File: src/rtl/bcs_pkg.sv
package bcs_pkg;

    // Command bus encoding
    typedef enum logic [2:0] {
        CMD_NOP = 3'd0,
        CMD_ACT = 3'd1,
        CMD_RD  = 3'd2,
        CMD_WR  = 3'd3,
        CMD_PRE = 3'd4
    } cmd_e;

    // Per-bank row state
    typedef enum logic [1:0] {
        BK_IDLE,
        BK_OPENING,
        BK_OPEN,
        BK_CLOSING
    } bank_st_e;

endpackage

File: src/rtl/bcs_req_queue.sv
// In-order request queue; DEPTH must be a power of two.
module bcs_req_queue #(
    parameter int DEPTH = 4,
    parameter int W     = 23
) (
    input  logic         clk,
    input  logic         rst_n,
    input  logic         push,
    input  logic [W-1:0] din,
    input  logic         pop,
    output logic         full,
    output logic [W-1:0] ent     [DEPTH],
    output logic         ent_vld [DEPTH]
);
    localparam int PW = (DEPTH > 1) ? $clog2(DEPTH) : 1;
    localparam int CW = $clog2(DEPTH + 1);

    logic [W-1:0]  mem [DEPTH];
    logic [PW-1:0] rd_ptr, wr_ptr;
    logic [CW-1:0] cnt;

    always_ff @(posedge clk) begin
        if (push) mem[wr_ptr] <= din;
    end

    always_ff @(posedge clk or negedge rst_n) begin
        if (!rst_n) begin
            rd_ptr <= '0;
            wr_ptr <= '0;
            cnt    <= '0;
        end else begin
            if (push) wr_ptr <= wr_ptr + 1'b1;
            if (pop)  rd_ptr <= rd_ptr + 1'b1;
            cnt <= cnt + CW'(push) - CW'(pop);
        end
    end

    assign full = (cnt == CW'(DEPTH));

    // Entries presented oldest first
    for (genvar i = 0; i < DEPTH; i++) begin : g_age
        assign ent[i]     = mem[rd_ptr + PW'(i)];
        assign ent_vld[i] = (cnt > CW'(i));
    end

    assert_no_underflow_R7: assert property (@(posedge clk) disable iff (!rst_n)
        pop |-> (cnt != '0));
    assert_no_overflow_R1: assert property (@(posedge clk) disable iff (!rst_n)
        push |-> !full);

endmodule

File: src/rtl/bcs_bank.sv
// One bank: open-row register plus tRCD / tRP / tRAS counters.
module bcs_bank
    import bcs_pkg::*;
#(
    parameter int ROW_W = 12,
    parameter int T_RCD = 3,
    parameter int T_RP  = 3,
    parameter int T_RAS = 6
) (
    input  logic             clk,
    input  logic             rst_n,
    input  logic             do_act,
    input  logic             do_pre,
    input  logic             do_col,
    input  logic [ROW_W-1:0] act_row,
    output bank_st_e         st,
    output logic [ROW_W-1:0] open_row,
    output logic             pre_ok
);
    localparam int TMAX = (T_RAS > T_RCD) ? ((T_RAS > T_RP) ? T_RAS : T_RP)
                                          : ((T_RCD > T_RP) ? T_RCD : T_RP);
    localparam int CW = $clog2(TMAX + 1);

    bank_st_e         st_q, st_d;
    logic [CW-1:0]    wait_q, wait_d;
    logic [CW-1:0]    ras_q, ras_d;
    logic [ROW_W-1:0] row_q, row_d;

    // State register
    always_ff @(posedge clk or negedge rst_n) begin
        if (!rst_n) begin
            st_q   <= BK_IDLE;
            wait_q <= '0;
            ras_q  <= '0;
            row_q  <= '0;
        end else begin
            st_q   <= st_d;
            wait_q <= wait_d;
            ras_q  <= ras_d;
            row_q  <= row_d;
        end
    end

    // Next state
    always_comb begin
        st_d   = st_q;
        wait_d = wait_q;
        row_d  = row_q;
        ras_d  = (ras_q != '0) ? ras_q - 1'b1 : '0;
        unique case (st_q)
            BK_IDLE: begin
                if (do_act) begin
                    row_d = act_row;
                    ras_d = CW'(T_RAS - 1);
                    if (T_RCD > 1) begin
                        st_d   = BK_OPENING;
                        wait_d = CW'(T_RCD - 1);
                    end else begin
                        st_d = BK_OPEN;
                    end
                end
            end
            BK_OPENING: begin
                if (wait_q <= CW'(1)) begin
                    st_d   = BK_OPEN;
                    wait_d = '0;
                end else begin
                    wait_d = wait_q - 1'b1;
                end
            end
            BK_OPEN: begin
                if (do_pre) begin
                    if (T_RP > 1) begin
                        st_d   = BK_CLOSING;
                        wait_d = CW'(T_RP - 1);
                    end else begin
                        st_d = BK_IDLE;
                    end
                end
            end
            BK_CLOSING: begin
                if (wait_q <= CW'(1)) begin
                    st_d   = BK_IDLE;
                    wait_d = '0;
                end else begin
                    wait_d = wait_q - 1'b1;
                end
            end
        endcase
    end

    // Outputs
    always_comb begin
        st       = st_q;
        open_row = row_q;
        pre_ok   = (st_q == BK_OPEN) && (ras_q == '0);
    end

    assert_act_idle_R2: assert property (@(posedge clk) disable iff (!rst_n)
        do_act |-> (st_q == BK_IDLE));
    assert_col_open_R3: assert property (@(posedge clk) disable iff (!rst_n)
        do_col |-> (st_q == BK_OPEN));
    assert_pre_tras_R5: assert property (@(posedge clk) disable iff (!rst_n)
        do_pre |-> ((st_q == BK_OPEN) && (ras_q == '0)));
    assert_pre_leaves_open_R4: assert property (@(posedge clk) disable iff (!rst_n)
        do_pre |=> (st_q != BK_OPEN));

endmodule

File: src/rtl/bcs_sched.sv
// Picks this cycle's command: head column access first, else earliest
// row preparation among queued requests not shadowed by an older one.
module bcs_sched
    import bcs_pkg::*;
#(
    parameter int DEPTH  = 4,
    parameter int BANK_W = 2,
    parameter int ROW_W  = 12,
    parameter int COL_W  = 8,
    localparam int NB    = 1 << BANK_W
) (
    input  logic              ent_vld  [DEPTH],
    input  logic              ent_we   [DEPTH],
    input  logic [BANK_W-1:0] ent_bank [DEPTH],
    input  logic [ROW_W-1:0]  ent_row  [DEPTH],
    input  logic [COL_W-1:0]  ent_col  [DEPTH],
    input  bank_st_e          bk_st    [NB],
    input  logic [ROW_W-1:0]  bk_row   [NB],
    input  logic              bk_pre_ok[NB],
    output cmd_e              nxt_op,
    output logic [BANK_W-1:0] nxt_bank,
    output logic [ROW_W-1:0]  nxt_row,
    output logic [COL_W-1:0]  nxt_col
);
    logic blocked [DEPTH];
    logic found;

    // An entry is blocked when an older queued entry targets its bank
    always_comb begin
        for (int i = 0; i < DEPTH; i++) begin
            blocked[i] = 1'b0;
            for (int j = 0; j < DEPTH; j++) begin
                if (j < i && ent_vld[j] && ent_bank[j] == ent_bank[i])
                    blocked[i] = 1'b1;
            end
        end
    end

    always_comb begin
        nxt_op   = CMD_NOP;
        nxt_bank = '0;
        nxt_row  = '0;
        nxt_col  = '0;
        found    = 1'b0;
        if (ent_vld[0] && bk_st[ent_bank[0]] == BK_OPEN
                       && bk_row[ent_bank[0]] == ent_row[0]) begin
            nxt_op   = ent_we[0] ? CMD_WR : CMD_RD;
            nxt_bank = ent_bank[0];
            nxt_row  = ent_row[0];
            nxt_col  = ent_col[0];
        end else begin
            for (int i = 0; i < DEPTH; i++) begin
                if (!found && ent_vld[i] && !blocked[i]) begin
                    if (bk_st[ent_bank[i]] == BK_IDLE) begin
                        nxt_op   = CMD_ACT;
                        nxt_bank = ent_bank[i];
                        nxt_row  = ent_row[i];
                        nxt_col  = ent_col[i];
                        found    = 1'b1;
                    end else if (bk_st[ent_bank[i]] == BK_OPEN
                              && bk_row[ent_bank[i]] != ent_row[i]
                              && bk_pre_ok[ent_bank[i]]) begin
                        nxt_op   = CMD_PRE;
                        nxt_bank = ent_bank[i];
                        nxt_row  = ent_row[i];
                        nxt_col  = ent_col[i];
                        found    = 1'b1;
                    end
                end
            end
        end
    end

endmodule

File: src/rtl/bank_cmd_sequencer.sv
module bank_cmd_sequencer
    import bcs_pkg::*;
#(
    parameter int BANK_W = 2,
    parameter int ROW_W  = 12,
    parameter int COL_W  = 8,
    parameter int DEPTH  = 4,
    parameter int T_RCD  = 3,
    parameter int T_RP   = 3,
    parameter int T_RAS  = 6
) (
    input  logic              clk,
    input  logic              rst_n,
    input  logic              req_valid,
    output logic              req_ready,
    input  logic              req_write,
    input  logic [BANK_W-1:0] req_bank,
    input  logic [ROW_W-1:0]  req_row,
    input  logic [COL_W-1:0]  req_col,
    output logic [2:0]        cmd_op,
    output logic [BANK_W-1:0] cmd_bank,
    output logic [ROW_W-1:0]  cmd_row,
    output logic [COL_W-1:0]  cmd_col,
    output logic              done
);
    localparam int NB = 1 << BANK_W;
    localparam int EW = 1 + BANK_W + ROW_W + COL_W;

    // Queue
    logic          q_full, q_push, q_pop;
    logic [EW-1:0] q_ent [DEPTH];
    logic          q_vld [DEPTH];

    logic              e_we   [DEPTH];
    logic [BANK_W-1:0] e_bank [DEPTH];
    logic [ROW_W-1:0]  e_row  [DEPTH];
    logic [COL_W-1:0]  e_col  [DEPTH];

    // Banks
    bank_st_e         b_st   [NB];
    logic [ROW_W-1:0] b_row  [NB];
    logic             b_preok[NB];
    logic             iss_act[NB], iss_pre[NB], iss_col[NB];

    // Scheduler result and registered bus
    cmd_e              nxt_op;
    logic [BANK_W-1:0] nxt_bank;
    logic [ROW_W-1:0]  nxt_row;
    logic [COL_W-1:0]  nxt_col;
    cmd_e              op_q;
    logic [BANK_W-1:0] bank_q;
    logic [ROW_W-1:0]  row_q;
    logic [COL_W-1:0]  col_q;
    logic              done_q;

    assign req_ready = !q_full;
    assign q_push    = req_valid && !q_full;
    assign q_pop     = (nxt_op == CMD_RD) || (nxt_op == CMD_WR);

    bcs_req_queue #(.DEPTH(DEPTH), .W(EW)) u_queue (
        .clk     (clk),
        .rst_n   (rst_n),
        .push    (q_push),
        .din     ({req_write, req_bank, req_row, req_col}),
        .pop     (q_pop),
        .full    (q_full),
        .ent     (q_ent),
        .ent_vld (q_vld)
    );

    for (genvar i = 0; i < DEPTH; i++) begin : g_unpack
        assign {e_we[i], e_bank[i], e_row[i], e_col[i]} = q_ent[i];
    end

    for (genvar b = 0; b < NB; b++) begin : g_bank
        assign iss_act[b] = (nxt_op == CMD_ACT) && (nxt_bank == BANK_W'(b));
        assign iss_pre[b] = (nxt_op == CMD_PRE) && (nxt_bank == BANK_W'(b));
        assign iss_col[b] = q_pop && (nxt_bank == BANK_W'(b));

        bcs_bank #(
            .ROW_W (ROW_W),
            .T_RCD (T_RCD),
            .T_RP  (T_RP),
            .T_RAS (T_RAS)
        ) u_bank (
            .clk      (clk),
            .rst_n    (rst_n),
            .do_act   (iss_act[b]),
            .do_pre   (iss_pre[b]),
            .do_col   (iss_col[b]),
            .act_row  (nxt_row),
            .st       (b_st[b]),
            .open_row (b_row[b]),
            .pre_ok   (b_preok[b])
        );
    end

    bcs_sched #(
        .DEPTH  (DEPTH),
        .BANK_W (BANK_W),
        .ROW_W  (ROW_W),
        .COL_W  (COL_W)
    ) u_sched (
        .ent_vld   (q_vld),
        .ent_we    (e_we),
        .ent_bank  (e_bank),
        .ent_row   (e_row),
        .ent_col   (e_col),
        .bk_st     (b_st),
        .bk_row    (b_row),
        .bk_pre_ok (b_preok),
        .nxt_op    (nxt_op),
        .nxt_bank  (nxt_bank),
        .nxt_row   (nxt_row),
        .nxt_col   (nxt_col)
    );

    // Registered command bus
    always_ff @(posedge clk or negedge rst_n) begin
        if (!rst_n) begin
            op_q   <= CMD_NOP;
            bank_q <= '0;
            row_q  <= '0;
            col_q  <= '0;
            done_q <= 1'b0;
        end else begin
            op_q   <= nxt_op;
            bank_q <= nxt_bank;
            row_q  <= nxt_row;
            col_q  <= nxt_col;
            done_q <= q_pop;
        end
    end

    assign cmd_op   = op_q;
    assign cmd_bank = bank_q;
    assign cmd_row  = row_q;
    assign cmd_col  = col_q;
    assign done     = done_q;

    assert_done_col_R7: assert property (@(posedge clk) disable iff (!rst_n)
        done |-> (cmd_op == 3'd2 || cmd_op == 3'd3));
    assert_col_done_R7: assert property (@(posedge clk) disable iff (!rst_n)
        (cmd_op == 3'd2 || cmd_op == 3'd3) |-> done);
    assert_idle_nop_R6: assert property (@(posedge clk) disable iff (!rst_n)
        !q_vld[0] |=> (cmd_op == 3'd0));

endmodule

File: config.mk
export PLATFORM = sky130hd
export DESIGN_NAME = bank_cmd_sequencer
export DESIGN_NICKNAME = d
export VERILOG_FILES = /design/src/rtl/bcs_pkg.sv /design/src/rtl/bcs_req_queue.sv /design/src/rtl/bcs_bank.sv /design/src/rtl/bcs_sched.sv /design/src/rtl/bank_cmd_sequencer.sv
export SDC_FILE = /design/constraint.sdc
export NUM_CORES = 1
export LEC_CHECK = 0
export ABC_AREA = 1
export BUFFER_PORTS_ARGS = -buffer_cell sky130_fd_sc_hd__buf_2
export CAP_MARGIN = 20
export CORE_MARGIN = 2
export CORE_UTILIZATION = 45
export DETAILED_ROUTE_END_ITERATION = 16
export MAX_ROUTING_LAYER = met4
export PLACE_DENSITY = 0.62
export SYNTH_ARGS = -nofsm -noshare
export SYNTH_HDL_FRONTEND = slang
export SYNTH_HIERARCHICAL = 1
export SYNTH_SLANG_ARGS = --single-unit
export TNS_END_PERCENT = 20
File: constraint.sdc
create_clock -name clk -period 11.4 [get_ports clk]
set_input_delay 0.57 -clock clk [delete_from_list [all_inputs] [get_ports clk]]
set_output_delay 0.57 -clock clk [all_outputs]
set_load 0.02 [all_outputs]
==> results of run 1 <==
-- layer usage --
metal | GRT usage | routed length, um
met5 | - | 0
met4 | 0.09449 | 1657
met3 | 0.04070 | 3494
met2 | 0.4279 | 20240
met1 | 0.3509 | 19250
-- final timing paths --
check,start,end,cells after the start
worst max-delay path,u_queue/rd_ptr[0]$_DFFE_PN0P_,g_bank[2].u_bank/open_row[6]$_DFFE_PN0P_,26
worst min-delay path,rst_n,g_bank[3].u_bank/wait_q[0]$_DFFE_PN0P_,1
worst max register to register,u_queue/rd_ptr[0]$_DFFE_PN0P_,g_bank[2].u_bank/open_row[6]$_DFFE_PN0P_,26
worst min register to register,g_bank[3].u_bank/ras_q[2]$_DFF_PN0_,g_bank[3].u_bank/ras_q[2]$_DFF_PN0_,2
max in group asynchronous,rst_n,cmd_row[2]$_DFF_PN0_,2
min in group clk,req_col[7],u_queue/mem[0][7]$_DFFE_PP_,1
-- flip-flops by register name (all words and copies together) (netlist names) --
| register | count |
|---|---|
| u_queue/mem | 92 |
| g_bank.u_bank/open_row | 48 |
| cmd_row | 12 |
| g_bank.u_bank/ras_q | 12 |
| g_bank.u_bank/wait_q | 12 |
| cmd_col | 8 |
| g_bank.u_bank/st | 8 |
| cmd_op | 3 |
| u_queue/cnt | 3 |
| cmd_bank | 2 |
| u_queue/rd_ptr | 2 |
| u_queue/wr_ptr | 2 |
| done | 1 |
-- layout make-up --
cell class                 count  area, um2  share of cell area
multi-input combinational   1578       7605              0.4764
sequential                   205       5592              0.3503
inverter                     258      970.9             0.06082
clock buffer                  30      653.1             0.04091
tap                          442      553.0             0.03464
timing repair buffer          74      427.9             0.02680
clock inverter                14      162.7             0.01019
-- critical path: cells and delay by family, from the launching register on --
kind	cells	cell delay (ps)
AND/OR/NAND/NOR	20	4820
buffers and inverters	4	1510
AO/OA/AOI/OAI	1	670
multiplexers	1	410
flip-flops	1	380
-- through the flow --
stage	hold slack (ps)	cell area, um2	cells	setup WS (ps)	power [uW]
floorplan	274.4	14850	2154	7377	2646
global placement	474.9	15150	2557	3753	3235
detailed placement	483.5	15150	2557	3595	3266
CTS	78.89	15960	2601	3545	4072
global route	107.8	15960	2601	2745	4383
finish	52.72	15960	2601	3369	4083
-- report_power, final --
part | switching [uW] | internal, uW | leakage [uW]
logic | 1390 | 660 | 0.00576
registers | 227 | 1020 | 0.00229
clock network | 313 | 475 | 0.000398
total | 1930 | 2150 | 0.00845
==> summary.txt, run 1 <==
Route
  – Via density per instance: 5.333
  – Post-DRT Antenna Nets: 0
  – Drt pass-1 iters: 5
  – Routed wire length: roughly 45000 um
  – DRT iter0 DRCs: 1346
  – DR vias: 13870
  – DRC Markers: 0
  – Routed wire per std cell: 17.16 um

Critical path
  – Most frequent CP cell: nand2_1
  – R2R setup slack: 3370 ps
  – Arr. time, crit path: between 8000 and 9000 ps
  – Endpoint type of the worst setup path: flip-flop
  – Critical Path RT: approximately 12000 ps
  – Max incr delay on CP: 780 ps
  – Max Fanout on Critical Path: slightly below 60
  – CP max-delay cell: inv_2
  – Worst setup SP type: flip-flop
  – Worst setup path class: flip-flop to flip-flop

Cells and area
  – Layout area overhead: 7.526%
  – Core Util, Final: 0.4907
  – Most frequent cells in the layout: 961 x nand2_1, 259 x nand3_1, 250 x inv_1
  – Fillers: approximately 3300
  – Most common cell after layout, fill and taps aside: nand2_1
  – Share of layout cells above drive strength 1: 0.08847
  – Ant. Diodes: 0
  – Final-stage net count: between 2000 and 2500

Synth
  – Post-Syn Instances: 2154
  – Syn. warnings: 6
  – Avg Synthesized Cell Area: roughly 6.9 um2
  – Syn_nets: between 2000 and 2500
  – Synthesized area: around 15000 um2

Timing
  – Slew headroom: 0.2445
  – Final Hold Vio Count: 0
  – Peak Freq: between 0.1 and 0.15 GHz
  – Period utilization: 0.7045
  – Tmin final: 8031 ps
  – Unrepaired setup endpoints after global routing: no
  – Skew final: between 20 and 25 ps
  – Worst-Margin Slew: approximately 1100 ps
  – Pins Over Slew Limit: 0
  – Total Negative Setup Slacks: 0 ps
  – Setup Viol. Count Final: 0

Floorplan
  – Core box area: 32540 um2
  – Cell Rows: 66
  – I/O pin cnt: between 50 and 60
  – Die span in y: approximately 190 um
  – Starting Density: 0.4563
  – Chip width: about 190 um
  – Die area: about 34000 um2

Clock tree
  – Clock sinks: slightly above 200
  – Clock buffer depth: 3
  – Total CTS buffers: 24
  – H-Tree Depth: 1
  – Worst skew pair latency: roughly 550 ps
  – Reg clk slew, reported paths: about 60 ps
  – CTS tree: done
  – Setup bufs post-CTS: 0
  – Root buf cell: clkbuf_16
  – Post-CTS resize count: 0
  – Hold_buf cts: 0

Pwr
  – Worst IR Drop VDD: roughly 0.00014 V
  – Leakage: ~0.0085 uW
  – Power per cell area: between 200 and 300 nW/um2

Run status
  – Run status: finished clean

Place
  – GPL Wtd Cong: roughly 0.98
  – Dpl hpwl: between 30000 and 40000 um
  – PortBufs: 52

GRT
  – Gr ovfl total: 0
  – Global Route Usage Sum: 0.2690
  – First-pass GRT wire length: ~70000 um
  – Largest net degree at the start of global routing: ~70
  – Vias in the first global route: 12900
  – Antenna violations before repair: 0

Hold path
  – Min-delay worst type: input port to asynchronous set/reset pin

Run
  – Max Cap Violations: 0
Power figures use the tool's default switching activity.
==> run 2: changes to the inputs <==
clock period = 7.73 ns   (was 11.4 ns; I/O delays follow)
==> run 2 against run 1 <==
Against the previous run:
- total power grew 43%
- global-route usage down 0.13 points
- core utilization grew 0.069 points
- sequential cell count unchanged
- clock power grew 31%
- register-to-register slack got worse by 2000 ps
- cell count rose by 0.23%
- critical endpoint is now u_queue/cnt[2]$_DFF_PN0_
- largest cell class unchanged
- highest routed layer unchanged
==> summary.txt, run 2 (synthesis gave the netlist of run 1 again) <==
Clock tree
  – Root buf cell: clkbuf_16 (unchanged)
  – H-Tree Depth: 1 (unchanged)
  – Clock sinks: 205 (unchanged)
  – CTS tree: done (unchanged)
  – Clock buffer depth: 3 (unchanged)
  – Total CTS buffers: 23 (was 24)
  – Worst skew pair latency: 520 ps (was 550 ps)
  – Setup bufs post-CTS: 0 (unchanged)
  – Reg clk slew, reported paths: 60 ps (about the same)

Critical path
  – Endpoint type of the worst setup path: flip-flop (unchanged)
  – Critical R2R Launch: u_queue/rd_ptr[0]$_DFFE_PN0P_ (unchanged)
  – Critical Path RT: 8130 ps (was 11810 ps)
  – Max Fanout on Critical Path: 87 (was 59)
  – Worst R2R Path Depth: 31 (was 26)
  – R2R setup slack: 1370 ps (was 3370 ps)
  – Max incr delay on CP: 640 ps (was 780 ps)
  – Reg2reg end: u_queue/cnt[2]$_DFF_PN0_ (was g_bank[2].u_bank/open_row[6]$_DFFE_PN0P_)
  – Worst setup SP type: flip-flop (unchanged)
  – Arr. time, crit path: 6760 ps (was 8440 ps)
  – Most frequent CP cell: nand2_1 (unchanged)
  – CP max-delay cell: buf_4 (was inv_2)
  – Worst setup path class: flip-flop to flip-flop (unchanged)

Floorplan
  – Die span in y: 185.6 um (unchanged)
  – I/O pin cnt: 53 (unchanged)
  – Cell Rows: 66 (unchanged)
  – Chip width: 185.6 um (unchanged)
  – Starting Density: 0.4563 (unchanged)
  – Core box area: 32540 um2 (unchanged)
  – Die area: 34460 um2 (unchanged)

GRT
  – Global Route Usage Sum: 0.2677 (was 0.2690)
  – Antenna violations before repair: 0 (unchanged)
  – Largest net degree at the start of global routing: 88 (was 69)
  – Vias in the first global route: 12877 (was 12900)
  – Gr ovfl total: 0 (unchanged)
  – First-pass GRT wire length: 69620 um (was 69960 um)

Cells and area
  – Largest register FFs: 92 (unchanged)
  – Final-stage net count: 2211 (was 2200)
  – Biggest register: u_queue/mem (unchanged)
  – Ant. Diodes: 0 (unchanged)
  – Area of the multi-input gates: 7605 um2 (unchanged)
  – Share of layout cells above drive strength 1: 0.08868 (was 0.08847)
  – Most common cell after layout, fill and taps aside: nand2_1 (unchanged)
  – Fillers: 3304 (was 3323)
  – Cell area after layout: 15990 um2 (was 15960 um2)
  – Most frequent cells in the layout: 961 x nand2_1, 259 x nand3_1, 250 x inv_1 (unchanged)
  – Layout area overhead: 7.678% (was 7.526%)
  – Sequential Area: 5592 um2 (unchanged)

Pwr
  – Worst IR Drop VDD: 0.0001993 V (was 0.0001437 V)
  – Leakage: 0.008464 uW (was 0.008452 uW)
  – Power per cell area: 365.8 nW/um2 (was 255.8 nW/um2)

Route
  – Routed wire length: 44210 um (was 44640 um)
  – Routed wire per std cell: 16.96 um (was 17.16 um)
  – DR vias: 13684 (was 13870)
  – Drt pass-1 iters: 6 (was 5)
  – DRC Markers: 0 (unchanged)
  – DRT iter0 DRCs: 1155 (was 1346)
  – Via density per instance: 5.249 (was 5.333)
  – Post-DRT Antenna Nets: 0 (unchanged)

Place
  – GPL Wtd Cong: 0.9921 (was 0.9797)
  – Dpl hpwl: 31290 um (was 31180 um)
  – PortBufs: 52 (unchanged)
  – DP Area: 15290 um2 (was 15150 um2)
  – Place WS: 1531 ps (was 3595 ps)

Timing
  – Final Hold Vio Count: 0 (unchanged)
  – Unrepaired setup endpoints after global routing: no (unchanged)
  – Fin Hold WS: 77.37 ps (was 52.72 ps)
  – Tmin final: 6359 ps (was 8031 ps)
  – Peak Freq: 0.1573 GHz (was 0.1245 GHz)
  – Worst-Margin Slew: 1109 ps (was 1132 ps)
  – Total Negative Setup Slacks: 0 ps (unchanged)
  – Slew headroom: 0.2589 (was 0.2445)
  – Skew final: 10.46 ps (was 24.72 ps)
  – Final WS setup: 1371 ps (was 3369 ps)
  – Setup Viol. Count Final: 0 (unchanged)
  – Period utilization: 0.8226 (was 0.7045)
  – Pins Over Slew Limit: 0 (unchanged)

Run status
  – Run status: finished clean (unchanged)

Run
  – Max Cap Violations: 0 (unchanged)

Hold path
  – HP Start: req_col[5]
  – Hold depth: 1
  – Min-delay worst type: input port to flip-flop (was input port to asynchronous set/reset pin)
  – Worst Hold Endpoint: u_queue/mem[3][5]$_DFFE_PP_
-- run 2: cell types whose count changed in the layout (fill, tap and decap cells not counted), sizes merged --
cell	delta
inv	-1
clkbuf	+3
clkinv	-4
dlygate4sd3	+1
clkinvlp	-2
buf	+11
bufinv	-2
-- run 2: layout make-up --
cell class / instances / area share
well taps: 442 / 0.03459
inverters: 258 / 0.06073
repair buffers: 86 / 0.03600
clock inverters: 5 / 0.002974
clock buffers: 33 / 0.04023
multi-input cells: 1578 / 0.4757
flip-flops and latches: 205 / 0.3498
-- run 2: worst max path at each step --
stage                                             start                       end  depth (start not counted)
final                     u_queue/rd_ptr[0]$_DFFE_PN0P_  u_queue/cnt[2]$_DFF_PN0_                         31
after global routing      u_queue/rd_ptr[0]$_DFFE_PN0P_  u_queue/cnt[2]$_DFF_PN0_                         33
after CTS                 u_queue/rd_ptr[0]$_DFFE_PN0P_  u_queue/cnt[2]$_DFF_PN0_                         31
after detailed placement  u_queue/rd_ptr[0]$_DFFE_PN0P_  u_queue/cnt[2]$_DFF_PN0_                         31
after global placement    u_queue/rd_ptr[0]$_DFFE_PN0P_  u_queue/cnt[2]$_DFF_PN0_                         33
after floorplan           u_queue/rd_ptr[0]$_DFFE_PN0P_  u_queue/cnt[2]$_DFF_PN0_                         35
-- run 2: repair_timing --
action	in CTS	in global routing
gates resized for setup	0	0
setup endpoints to repair	0	0
hold buffers	1	0
endpoints found under the hold margin	51	0
-- run 2: metal layers --
metal  track usage  vias to the layer above  wire length (um)
met5             -                        -                 0
met4       0.08724                        0              1679
met3       0.04637                      110              2888
met2        0.4460                      443             20680
met1        0.3311                     6342             18960
li1              -                     6789                 -
-- run 2: stage by stage --
stage / instances / power, uW / utilization
floorplan: 2154 / 3903 / -
global route: 2607 / 6342 / 0.4913
finish: 2607 / 5847 / 0.4913
CTS: 2607 / 5863 / 0.4913
detailed placement: 2568 / 4799 / 0.4698
global placement: 2564 / 4732 / 0.4672
-- run 2: power breakdown --
group	leakage, uW	internal, uW	switching (uW)	total, uW
clock	0.000338	604	425	1030
combinational	0.00583	1010	2010	3010
sequential	0.00229	1500	308	1810
total	0.00846	3110	2740	5850
-- run 2: critical path: cells and delay by family (launching register included) --
family | cells | cell delay, ps
AO/OA/AOI/OAI | 1 | 310
XOR/XNOR | 1 | 170
adder cells (fa/ha/maj) | 3 | 840
buffers and inverters | 8 | 1960
flip-flops | 1 | 430
AND/OR/NAND/NOR | 18 | 2460
